[config.mk]
export PLATFORM = sky130hd
export DESIGN_NAME = lnk_train_guard
export DESIGN_NICKNAME = d
export VERILOG_FILES = /design/src/rtl/lnk_pkg.sv /design/src/rtl/lnk_dbg_decode.sv /design/src/rtl/lnk_interval_timer.sv /design/src/rtl/lnk_phy_port.sv /design/src/rtl/lnk_train_guard.sv
export SDC_FILE = /design/constraint.sdc
export NUM_CORES = 1
export LEC_CHECK = 0
export ABC_CLOCK_PERIOD_IN_PS = 2000
export BUFFER_PORTS_ARGS = -buffer_cell sky130_fd_sc_hd__buf_2
export CAP_MARGIN = 40
export CORE_ASPECT_RATIO = 0.7
export CORE_MARGIN = 2
export CORE_UTILIZATION = 45
export DETAILED_ROUTE_END_ITERATION = 10
export MAX_ROUTING_LAYER = met4
export PLACE_DENSITY = 0.77
export SLEW_MARGIN = 5
export SYNTH_ARGS = -nofsm -noshare
export SYNTH_HDL_FRONTEND = slang
export SYNTH_SLANG_ARGS = --single-unit
[constraint.sdc]
create_clock -name clk -period 2 [get_ports clk]
set_input_delay 0.6 -clock clk [delete_from_list [all_inputs] [get_ports clk]]
set_output_delay 0.6 -clock clk [all_outputs]
set_load 0.05 [all_outputs]
[src/rtl/lnk_pkg.sv]
package lnk_pkg;

   typedef enum logic [3:0] {
      ST_IDLE,
      ST_CHECK,
      ST_RX_RD,
      ST_OV_RD1,
      ST_OV_WR1,
      ST_HOLD,
      ST_OV_RD2,
      ST_OV_WR2,
      ST_WAIT
   } guard_state_e;

   typedef enum logic [1:0] {
      OP_NONE,
      OP_RD_RX,
      OP_RD_OVR,
      OP_WR_OVR
   } phy_op_e;

endpackage

[src/rtl/lnk_dbg_decode.sv]
module lnk_dbg_decode #(
   parameter int DBG_W       = 32,
   parameter int UP_BIT      = 4,
   parameter int TRAIN_BIT   = 29,
   parameter int STATE_LSB   = 0,
   parameter int STATE_W     = 6,
   parameter int STALL_STATE = 13
) (
   input  logic [DBG_W-1:0] dbg0,
   input  logic [DBG_W-1:0] dbg1,
   output logic             link_ok,
   output logic             at_stall
);
   localparam logic [STATE_W-1:0] STALL_CODE = STATE_W'(STALL_STATE);

   logic [STATE_W-1:0] state_field;
   logic               unused_dbg_bits;

   assign state_field     = dbg0[STATE_LSB +: STATE_W];
   assign link_ok         = dbg1[UP_BIT] & ~dbg1[TRAIN_BIT];
   assign at_stall        = (state_field == STALL_CODE);
   assign unused_dbg_bits = ^{dbg0, dbg1};

endmodule

[src/rtl/lnk_interval_timer.sv]
module lnk_interval_timer #(
   parameter int CYC_PER_US = 100,
   parameter int POLL_US    = 10,
   parameter int HOLD_US    = 3000
) (
   input  logic clk,
   input  logic rst_n,
   input  logic load_poll,
   input  logic load_hold,
   output logic done
);
   localparam int MAX_US = (POLL_US > HOLD_US) ? POLL_US : HOLD_US;
   localparam int UW     = $clog2(MAX_US + 1);

   if (CYC_PER_US == 1) begin : g_direct
      logic [UW-1:0] us_q;
      always_ff @(posedge clk or negedge rst_n) begin
         if (!rst_n)            us_q <= '0;
         else if (load_poll)    us_q <= UW'(POLL_US - 1);
         else if (load_hold)    us_q <= UW'(HOLD_US - 1);
         else if (us_q != '0)   us_q <= us_q - 1'b1;
      end
      assign done = (us_q == '0);
   end else begin : g_prescaled
      localparam int PW = $clog2(CYC_PER_US);
      localparam logic [PW-1:0] PRE_TOP = PW'(CYC_PER_US - 1);
      logic [PW-1:0] pre_q;
      logic [UW-1:0] us_q;
      always_ff @(posedge clk or negedge rst_n) begin
         if (!rst_n) begin
            pre_q <= '0;
            us_q  <= '0;
         end else if (load_poll) begin
            pre_q <= PRE_TOP;
            us_q  <= UW'(POLL_US - 1);
         end else if (load_hold) begin
            pre_q <= PRE_TOP;
            us_q  <= UW'(HOLD_US - 1);
         end else if (pre_q != '0) begin
            pre_q <= pre_q - 1'b1;
         end else if (us_q != '0) begin
            pre_q <= PRE_TOP;
            us_q  <= us_q - 1'b1;
         end
      end
      assign done = (us_q == '0) && (pre_q == '0);

      assert_pre_range_R6: assert property (@(posedge clk) disable iff (!rst_n)
         pre_q <= PRE_TOP);
   end

endmodule

[src/rtl/lnk_phy_port.sv]
module lnk_phy_port
   import lnk_pkg::*;
#(
   parameter int PHY_AW       = 16,
   parameter int PHY_DW       = 16,
   parameter int RX_STAT_ADDR = 'h100D,
   parameter int OVR_ADDR     = 'h1005
) (
   input  logic              clk,
   input  logic              rst_n,
   input  phy_op_e           op,
   input  logic [PHY_DW-1:0] shadow,
   input  logic              phy_ack,
   output logic              phy_req,
   output logic              phy_we,
   output logic [PHY_AW-1:0] phy_addr,
   output logic [PHY_DW-1:0] phy_wdata
);
   localparam logic [PHY_AW-1:0] RX_A  = PHY_AW'(RX_STAT_ADDR);
   localparam logic [PHY_AW-1:0] OVR_A = PHY_AW'(OVR_ADDR);

   always_comb begin
      phy_req   = 1'b0;
      phy_we    = 1'b0;
      phy_addr  = '0;
      phy_wdata = '0;
      case (op)
         OP_RD_RX: begin
            phy_req  = 1'b1;
            phy_addr = RX_A;
         end
         OP_RD_OVR: begin
            phy_req  = 1'b1;
            phy_addr = OVR_A;
         end
         OP_WR_OVR: begin
            phy_req   = 1'b1;
            phy_we    = 1'b1;
            phy_addr  = OVR_A;
            phy_wdata = shadow;
         end
         default: ;
      endcase
   end

   assert_req_held_R2: assert property (@(posedge clk) disable iff (!rst_n)
      (phy_req && !phy_ack) |=> (phy_req && $stable(phy_addr) && $stable(phy_we)
                                 && $stable(phy_wdata)));

endmodule

[src/rtl/lnk_train_guard.sv]
module lnk_train_guard
   import lnk_pkg::*;
#(
   parameter int CYC_PER_US   = 100,
   parameter int POLL_US      = 10,
   parameter int HOLD_US      = 3000,
   parameter int MAX_POLLS    = 4000,
   parameter int DBG_W        = 32,
   parameter int UP_BIT       = 4,
   parameter int TRAIN_BIT    = 29,
   parameter int STATE_LSB    = 0,
   parameter int STATE_W      = 6,
   parameter int STALL_STATE  = 'h0D,
   parameter int PHY_AW       = 16,
   parameter int PHY_DW       = 16,
   parameter int RX_STAT_ADDR = 'h100D,
   parameter int OVR_ADDR     = 'h1005,
   parameter int RX_VALID_BIT = 0,
   parameter int OVR_MASK     = 'h0028
) (
   input  logic              clk,
   input  logic              rst_n,
   input  logic              start,
   input  logic [DBG_W-1:0]  dbg_word0,
   input  logic [DBG_W-1:0]  dbg_word1,
   output logic              phy_req,
   output logic              phy_we,
   output logic [PHY_AW-1:0] phy_addr,
   output logic [PHY_DW-1:0] phy_wdata,
   input  logic              phy_ack,
   input  logic [PHY_DW-1:0] phy_rdata,
   output logic              link_up,
   output logic              link_fail,
   output logic              stuck_event
);
   localparam int                CNT_W = $clog2(MAX_POLLS + 1);
   localparam logic [CNT_W-1:0]  LAST  = CNT_W'(MAX_POLLS - 1);
   localparam logic [PHY_DW-1:0] MASK  = PHY_DW'(OVR_MASK);

   if (CYC_PER_US < 1)                    begin : g_bad_div   $error("CYC_PER_US must be >= 1"); end
   if (POLL_US < 1 || HOLD_US < 1)        begin : g_bad_int   $error("intervals must be >= 1"); end
   if (MAX_POLLS < 1)                     begin : g_bad_poll  $error("MAX_POLLS must be >= 1"); end
   if (UP_BIT >= DBG_W || TRAIN_BIT >= DBG_W) begin : g_bad_bit $error("flag bit outside word"); end
   if (STATE_LSB + STATE_W > DBG_W)       begin : g_bad_fld   $error("state field outside word"); end
   if (RX_VALID_BIT >= PHY_DW)            begin : g_bad_rxv   $error("valid bit outside data"); end

   guard_state_e      st_q, st_d;
   logic [CNT_W-1:0]  cnt_q;
   logic [PHY_DW-1:0] shadow_q, shadow_d;
   logic              up_q, fail_q, stuck_q;
   logic              link_ok, at_stall, tmr_done;
   logic              ld_poll, ld_hold, fire, up_set, fail_set, cnt_inc, sh_ld;
   phy_op_e           op;

   lnk_dbg_decode #(
      .DBG_W(DBG_W), .UP_BIT(UP_BIT), .TRAIN_BIT(TRAIN_BIT),
      .STATE_LSB(STATE_LSB), .STATE_W(STATE_W), .STALL_STATE(STALL_STATE)
   ) u_decode (
      .dbg0(dbg_word0), .dbg1(dbg_word1), .link_ok(link_ok), .at_stall(at_stall)
   );

   lnk_interval_timer #(
      .CYC_PER_US(CYC_PER_US), .POLL_US(POLL_US), .HOLD_US(HOLD_US)
   ) u_timer (
      .clk(clk), .rst_n(rst_n), .load_poll(ld_poll), .load_hold(ld_hold), .done(tmr_done)
   );

   always_comb begin
      st_d     = st_q;
      ld_poll  = 1'b0;
      ld_hold  = 1'b0;
      fire     = 1'b0;
      up_set   = 1'b0;
      fail_set = 1'b0;
      cnt_inc  = 1'b0;
      sh_ld    = 1'b0;
      shadow_d = shadow_q;
      if (start) begin
         st_d = ST_CHECK;
      end else begin
         case (st_q)
            ST_CHECK: begin
               if (link_ok) begin
                  up_set = 1'b1;
                  st_d   = ST_IDLE;
               end else begin
                  st_d = ST_RX_RD;
               end
            end
            ST_RX_RD: if (phy_ack) begin
               if (!phy_rdata[RX_VALID_BIT] && at_stall) begin
                  fire = 1'b1;
                  st_d = ST_OV_RD1;
               end else begin
                  ld_poll = 1'b1;
                  st_d    = ST_WAIT;
               end
            end
            ST_OV_RD1: if (phy_ack) begin
               sh_ld    = 1'b1;
               shadow_d = phy_rdata | MASK;
               st_d     = ST_OV_WR1;
            end
            ST_OV_WR1: if (phy_ack) begin
               ld_hold = 1'b1;
               st_d    = ST_HOLD;
            end
            ST_HOLD: if (tmr_done) st_d = ST_OV_RD2;
            ST_OV_RD2: if (phy_ack) begin
               sh_ld    = 1'b1;
               shadow_d = phy_rdata & ~MASK;
               st_d     = ST_OV_WR2;
            end
            ST_OV_WR2: if (phy_ack) begin
               ld_poll = 1'b1;
               st_d    = ST_WAIT;
            end
            ST_WAIT: if (tmr_done) begin
               if (cnt_q == LAST) begin
                  fail_set = 1'b1;
                  st_d     = ST_IDLE;
               end else begin
                  cnt_inc = 1'b1;
                  st_d    = ST_CHECK;
               end
            end
            default: st_d = ST_IDLE;
         endcase
      end
   end

   always_ff @(posedge clk or negedge rst_n) begin
      if (!rst_n) begin
         st_q     <= ST_IDLE;
         cnt_q    <= '0;
         shadow_q <= '0;
         up_q     <= 1'b0;
         fail_q   <= 1'b0;
         stuck_q  <= 1'b0;
      end else begin
         st_q    <= st_d;
         stuck_q <= fire;
         if (sh_ld) shadow_q <= shadow_d;
         if (start) begin
            cnt_q  <= '0;
            up_q   <= 1'b0;
            fail_q <= 1'b0;
         end else begin
            if (cnt_inc)  cnt_q  <= cnt_q + 1'b1;
            if (up_set)   up_q   <= 1'b1;
            if (fail_set) fail_q <= 1'b1;
         end
      end
   end

   always_comb begin
      case (st_q)
         ST_RX_RD:               op = OP_RD_RX;
         ST_OV_RD1, ST_OV_RD2:   op = OP_RD_OVR;
         ST_OV_WR1, ST_OV_WR2:   op = OP_WR_OVR;
         default:                op = OP_NONE;
      endcase
   end

   lnk_phy_port #(
      .PHY_AW(PHY_AW), .PHY_DW(PHY_DW), .RX_STAT_ADDR(RX_STAT_ADDR), .OVR_ADDR(OVR_ADDR)
   ) u_port (
      .clk(clk), .rst_n(rst_n), .op(op), .shadow(shadow_q), .phy_ack(phy_ack),
      .phy_req(phy_req), .phy_we(phy_we), .phy_addr(phy_addr), .phy_wdata(phy_wdata)
   );

   assign link_up     = up_q;
   assign link_fail   = fail_q;
   assign stuck_event = stuck_q;

   assert_status_excl_R6: assert property (@(posedge clk) disable iff (!rst_n)
      !(link_up && link_fail));
   assert_fail_hold_R6: assert property (@(posedge clk) disable iff (!rst_n)
      (link_fail && !start) |=> link_fail);
   assert_up_hold_R1: assert property (@(posedge clk) disable iff (!rst_n)
      (link_up && !start) |=> link_up);
   assert_start_clears_R7: assert property (@(posedge clk) disable iff (!rst_n)
      start |=> (!link_up && !link_fail));
   assert_stuck_pulse_R4: assert property (@(posedge clk) disable iff (!rst_n)
      stuck_event |=> !stuck_event);
   assert_stuck_read_R4: assert property (@(posedge clk) disable iff (!rst_n)
      stuck_event |-> (phy_req && !phy_we && phy_addr == PHY_AW'(OVR_ADDR)));
   assert_quiet_status_R8: assert property (@(posedge clk) disable iff (!rst_n)
      (link_up || link_fail) |-> !phy_req);
   assert_poll_bound_R6: assert property (@(posedge clk) disable iff (!rst_n)
      cnt_q <= LAST);

endmodule

==> impl_metrics.env <==
export IMPL_run_status="complete, but fails checks"
export IMPL_violations="setup timing"
export IMPL_switchingPower_w=0.00147
export IMPL_drv_slew=0
export IMPL_fp_coreArea_sq_um=6850
export IMPL_cts_inserted_buffers=5
export IMPL_gpl_final_weighted_congestion=0.932
export IMPL_tritoncts_clock_tree="built"
export IMPL_multi_input_comb_area_sq_um=2200
export IMPL_clock_share_of_power_pct=21.4
export IMPL_drv_max_cap_violation_count=0
export IMPL_grt_remaining_overflow=0
export IMPL_rsz_0062_raised_after_global_routing="true"
export IMPL_grt_util_all_layers_pct=26.3
export IMPL_synthCells=329
export IMPL_filler_cell_count=430
export IMPL_synth_edff_count=0
export IMPL_syn_mean_instance_area_sq_um=9.82
export IMPL_cp_end_kind="primary output"
export IMPL_most_used_standard_cell_by_instance_count_after_synthesis="sky130_fd_sc_hd__dfrtp_1"
export IMPL_crit_path_start_kind="register"
export IMPL_synth_async_reset_ratio_pct=100
export IMPL_cts_hold_buffers=0
export IMPL_synth_largest_area_cell="sky130_fd_sc_hd__dfrtp_1"
export IMPL_post_route_drc_count=0
export IMPL_routedWlPerCell_um=19.5
export IMPL_portBuffers=50
export IMPL_largest_fanout_of_any_net_on_the_critical_path=8
export IMPL_drt_pass1_iter_count=6
export IMPL_placedCellCount=505
export IMPL_dp_hpwl_mm=6.18
export IMPL_worst_endpoint_arrival_ns=1.68
export IMPL_die_w_um=105
export IMPL_synth_top_area_share_pct=41.0
export IMPL_number_of_global_route_vias_before_repair=3242
export IMPL_min_period_over_period_pct=114
export IMPL_final_setup_worst_slack_ns=-0.282
export IMPL_synth_ff_latch_count=53
export IMPL_finalNetCount=527
export IMPL_routed_via_density=6.07
export IMPL_htree_levels=2
export IMPL_power_static_leakage_nw=2.17
export IMPL_pre_cts_ws_ns=-0.257
export IMPL_synth_yosys_seq_area_share_pct=41.0
export IMPL_final_layout_size_suffix_gt1_share_pct=53.4
export IMPL_grt_pass1_wl_mm=15.8
export IMPL_p_comb_share_pct=39.0
export IMPL_ir_worst_vdd_mv=0.470
export IMPL_leading_post_synthesis_cells_by_instance_count="53 x sky130_fd_sc_hd__dfrtp_1, 20 x sky130_fd_sc_hd__nor2_1, 16 x sky130_fd_sc_hd__and2_1, 16 x sky130_fd_sc_hd__buf_4"
export IMPL_tightest_slew_ns=0.683
export IMPL_areaGrowthSynthToFinish_pct=53.5
export IMPL_setup_viol=55
export IMPL_utilization_pct=72.4
export IMPL_num_antenna_cells=0
export IMPL_initial_cell_density_of_the_core_pct=47.2
export IMPL_clk_latency_ns=0.32
export IMPL_finalSetupTns_ns=-8.71
export IMPL_cts_root_buffer="sky130_fd_sc_hd__clkbuf_8"
export IMPL_top_level_ports=121
export IMPL_tritoncts_num_sinks=53
export IMPL_fin_worst_skew_ns=0.00782
export IMPL_placementRows=25
export IMPL_grt_antenna_before_repair=0
export IMPL_seqPwrFrac_pct=39.6
export IMPL_synth_warning_count=0
export IMPL_wl_mm=10.4
export IMPL_power_internal_w=0.00266
export IMPL_final_antenna_net_count=0
export IMPL_route_vias_total=3239
export IMPL_min_path_type="in -> async"
export IMPL_yosysUniqueCellTypes=61
export IMPL_powerDensity_nw_per_um2=834
export IMPL_drt_iter0_drc=150
export IMPL_worst_endpoint_required_ns=1.40
export IMPL_register_area_sq_um=1330
export IMPL_report_final_hold_viol_count=0
export IMPL_full_die_area_sq_um=7890
export IMPL_final_min_clock_period_ns=2.28
export IMPL_main_synth_ff_type="sky130_fd_sc_hd__dfrtp_1"
export IMPL_power_switching_share_pct=35.6
export IMPL_synthesized_cell_area_sq_um=3230
export IMPL_clk_path_buf_depth=2
export IMPL_die_height_um=74.9
export IMPL_largest_net_degree_at_the_start_of_global_routing=54
export IMPL_criticalPathCategory="reg -> out"
export IMPL_fmax_mhz=438
export IMPL_finalNonFillerCells=534
export IMPL_maxSlewHeadroom_pct=54.1
export IMPL_post_synth_main_area_contributors="sky130_fd_sc_hd__dfrtp_1 41%, sky130_fd_sc_hd__mux2_2 5.2%, sky130_fd_sc_hd__buf_4 3.7%"
export IMPL_clk_pin_slew_worst_paths_ns=0.10
cells in the final DEF, fill, tap and decap left out, types with 4 or more instances in the layout:
cell / Yosys / layout
sky130_fd_sc_hd__dfrtp_1: 53 / 53
sky130_fd_sc_hd__buf_4: 16 / 42
sky130_fd_sc_hd__buf_6: 0 / 30
sky130_fd_sc_hd__buf_2: 5 / 28
sky130_fd_sc_hd__buf_8: 0 / 18
sky130_fd_sc_hd__nor2_1: 20 / 17
sky130_fd_sc_hd__mux2_2: 15 / 15
sky130_fd_sc_hd__o31ai_1: 15 / 12
sky130_fd_sc_hd__conb_1: 1 / 12
sky130_fd_sc_hd__and2_4: 0 / 11
sky130_fd_sc_hd__nand3_1: 12 / 10
sky130_fd_sc_hd__nand2_1: 10 / 9
sky130_fd_sc_hd__a31oi_1: 10 / 8
sky130_fd_sc_hd__nand4_1: 8 / 8
sky130_fd_sc_hd__a21oi_1: 13 / 7
sky130_fd_sc_hd__or4_4: 1 / 7
sky130_fd_sc_hd__nor3_4: 2 / 6
sky130_fd_sc_hd__o21ai_0: 6 / 6
sky130_fd_sc_hd__nor2b_1: 6 / 6
sky130_fd_sc_hd__or4_1: 12 / 6
sky130_fd_sc_hd__inv_1: 9 / 5
sky130_fd_sc_hd__nor4_4: 0 / 5
sky130_fd_sc_hd__mux2_4: 0 / 5
sky130_fd_sc_hd__clkbuf_8: 0 / 5
sky130_fd_sc_hd__and2_2: 0 / 4
sky130_fd_sc_hd__inv_2: 0 / 4
sky130_fd_sc_hd__nor3_1: 8 / 4
sky130_fd_sc_hd__o211ai_1: 4 / 4
sky130_fd_sc_hd__a21oi_2: 0 / 4
repair_timing:
action	in CTS	in global routing
resized for setup	102	64
endpoints found under the setup margin	41	57
setup buffers	8	13
pin swaps	17	18
gates cloned	3	0
area by class of cell:
type / instances / share of cell area (%)
clock buffer: 5 / 1.39
inverter: 9 / 0.681
multi-input combinational: 248 / 44.3
timing repair buffer: 122 / 23.2
tap: 94 / 2.37
clock inverter: 3 / 1.31
sequential: 53 / 26.7
layer usage:
metal	wire, um	GRT usage, %	vias to the layer above
met5	0	-	-
met4	261	8.74	0
met3	785	5.11	31
met2	5080	44.9	169
met1	4270	32.0	1593
li1	-	-	1446
power by group through the flow:
stage / logic (W) / registers [W] / clock network, W
floorplan: 0.000852 / 0.00157 / 0
global placement: 0.00124 / 0.00159 / 0
detailed placement: 0.00129 / 0.00162 / 0
CTS: 0.00141 / 0.00161 / 0.000891
global route: 0.00174 / 0.00167 / 0.000939
finish: 0.00161 / 0.00164 / 0.000887
critical path, cell delays in order (launching register included):
cell                      delay (ns)
sky130_fd_sc_hd__dfrtp_1        0.43
sky130_fd_sc_hd__or2_4          0.27
sky130_fd_sc_hd__a21oi_4        0.18
sky130_fd_sc_hd__buf_6          0.17
sky130_fd_sc_hd__and2_4         0.17
sky130_fd_sc_hd__buf_8          0.14
registers in the layout (all words and copies together), names as in the netlist:
signal                     flops
u_timer.g_prescaled.us_q      12
st_q                           4
stuck_event                    1
link_up                        1
u_timer.g_prescaled.pre_q      7
shadow_q                      15
cnt_q                         12
link_fail                      1
metrics by stage:
step	instance area (sq um)	hold slack [ns]	total power [W]
5_1_grt	4960	0.283	0.00435
2_1_floorplan	3380	0.304	0.00243
4_1_cts	4620	0.270	0.00391
3_3_place_gp	3960	0.479	0.00283
6_report	4960	0.257	0.00413
3_5_place_dp	3960	0.488	0.00292
logic make-up (layout without fill, tap and decap cells):
family                   Yosys count  count (layout)  share of synthesized area (%)
AND/OR/NAND/NOR                  142             142                           28.6
AO/OA/AOI/OAI                     68              68                           14.6
flip-flops                        53              53                           41.0
buffers and inverters             39             139                           6.58
multiplexers                      20              20                           6.97
adder cells (fa/ha/maj)            4               4                           1.55
XOR/XNOR                           2               2                          0.542
other                              1              12                          0.116
path summary, 6_finish.rpt:
path                               from                           to  slack, ns  depth (start not counted)
min in group clk           phy_rdata[1]                  shadow_q[1]       0.50                          2
max                             st_q[0]                phy_wdata[13]      -0.28                          5
max reg2reg                     st_q[1]                      st_q[1]      -0.22                          9
min reg2reg                 shadow_q[0]                  shadow_q[0]       0.51                          1
min                               rst_n  u_timer.g_prescaled.us_q[2]       0.26                          2
max in group asynchronous         rst_n                      st_q[1]       1.49                          2
(Power assumes the default switching activity.)
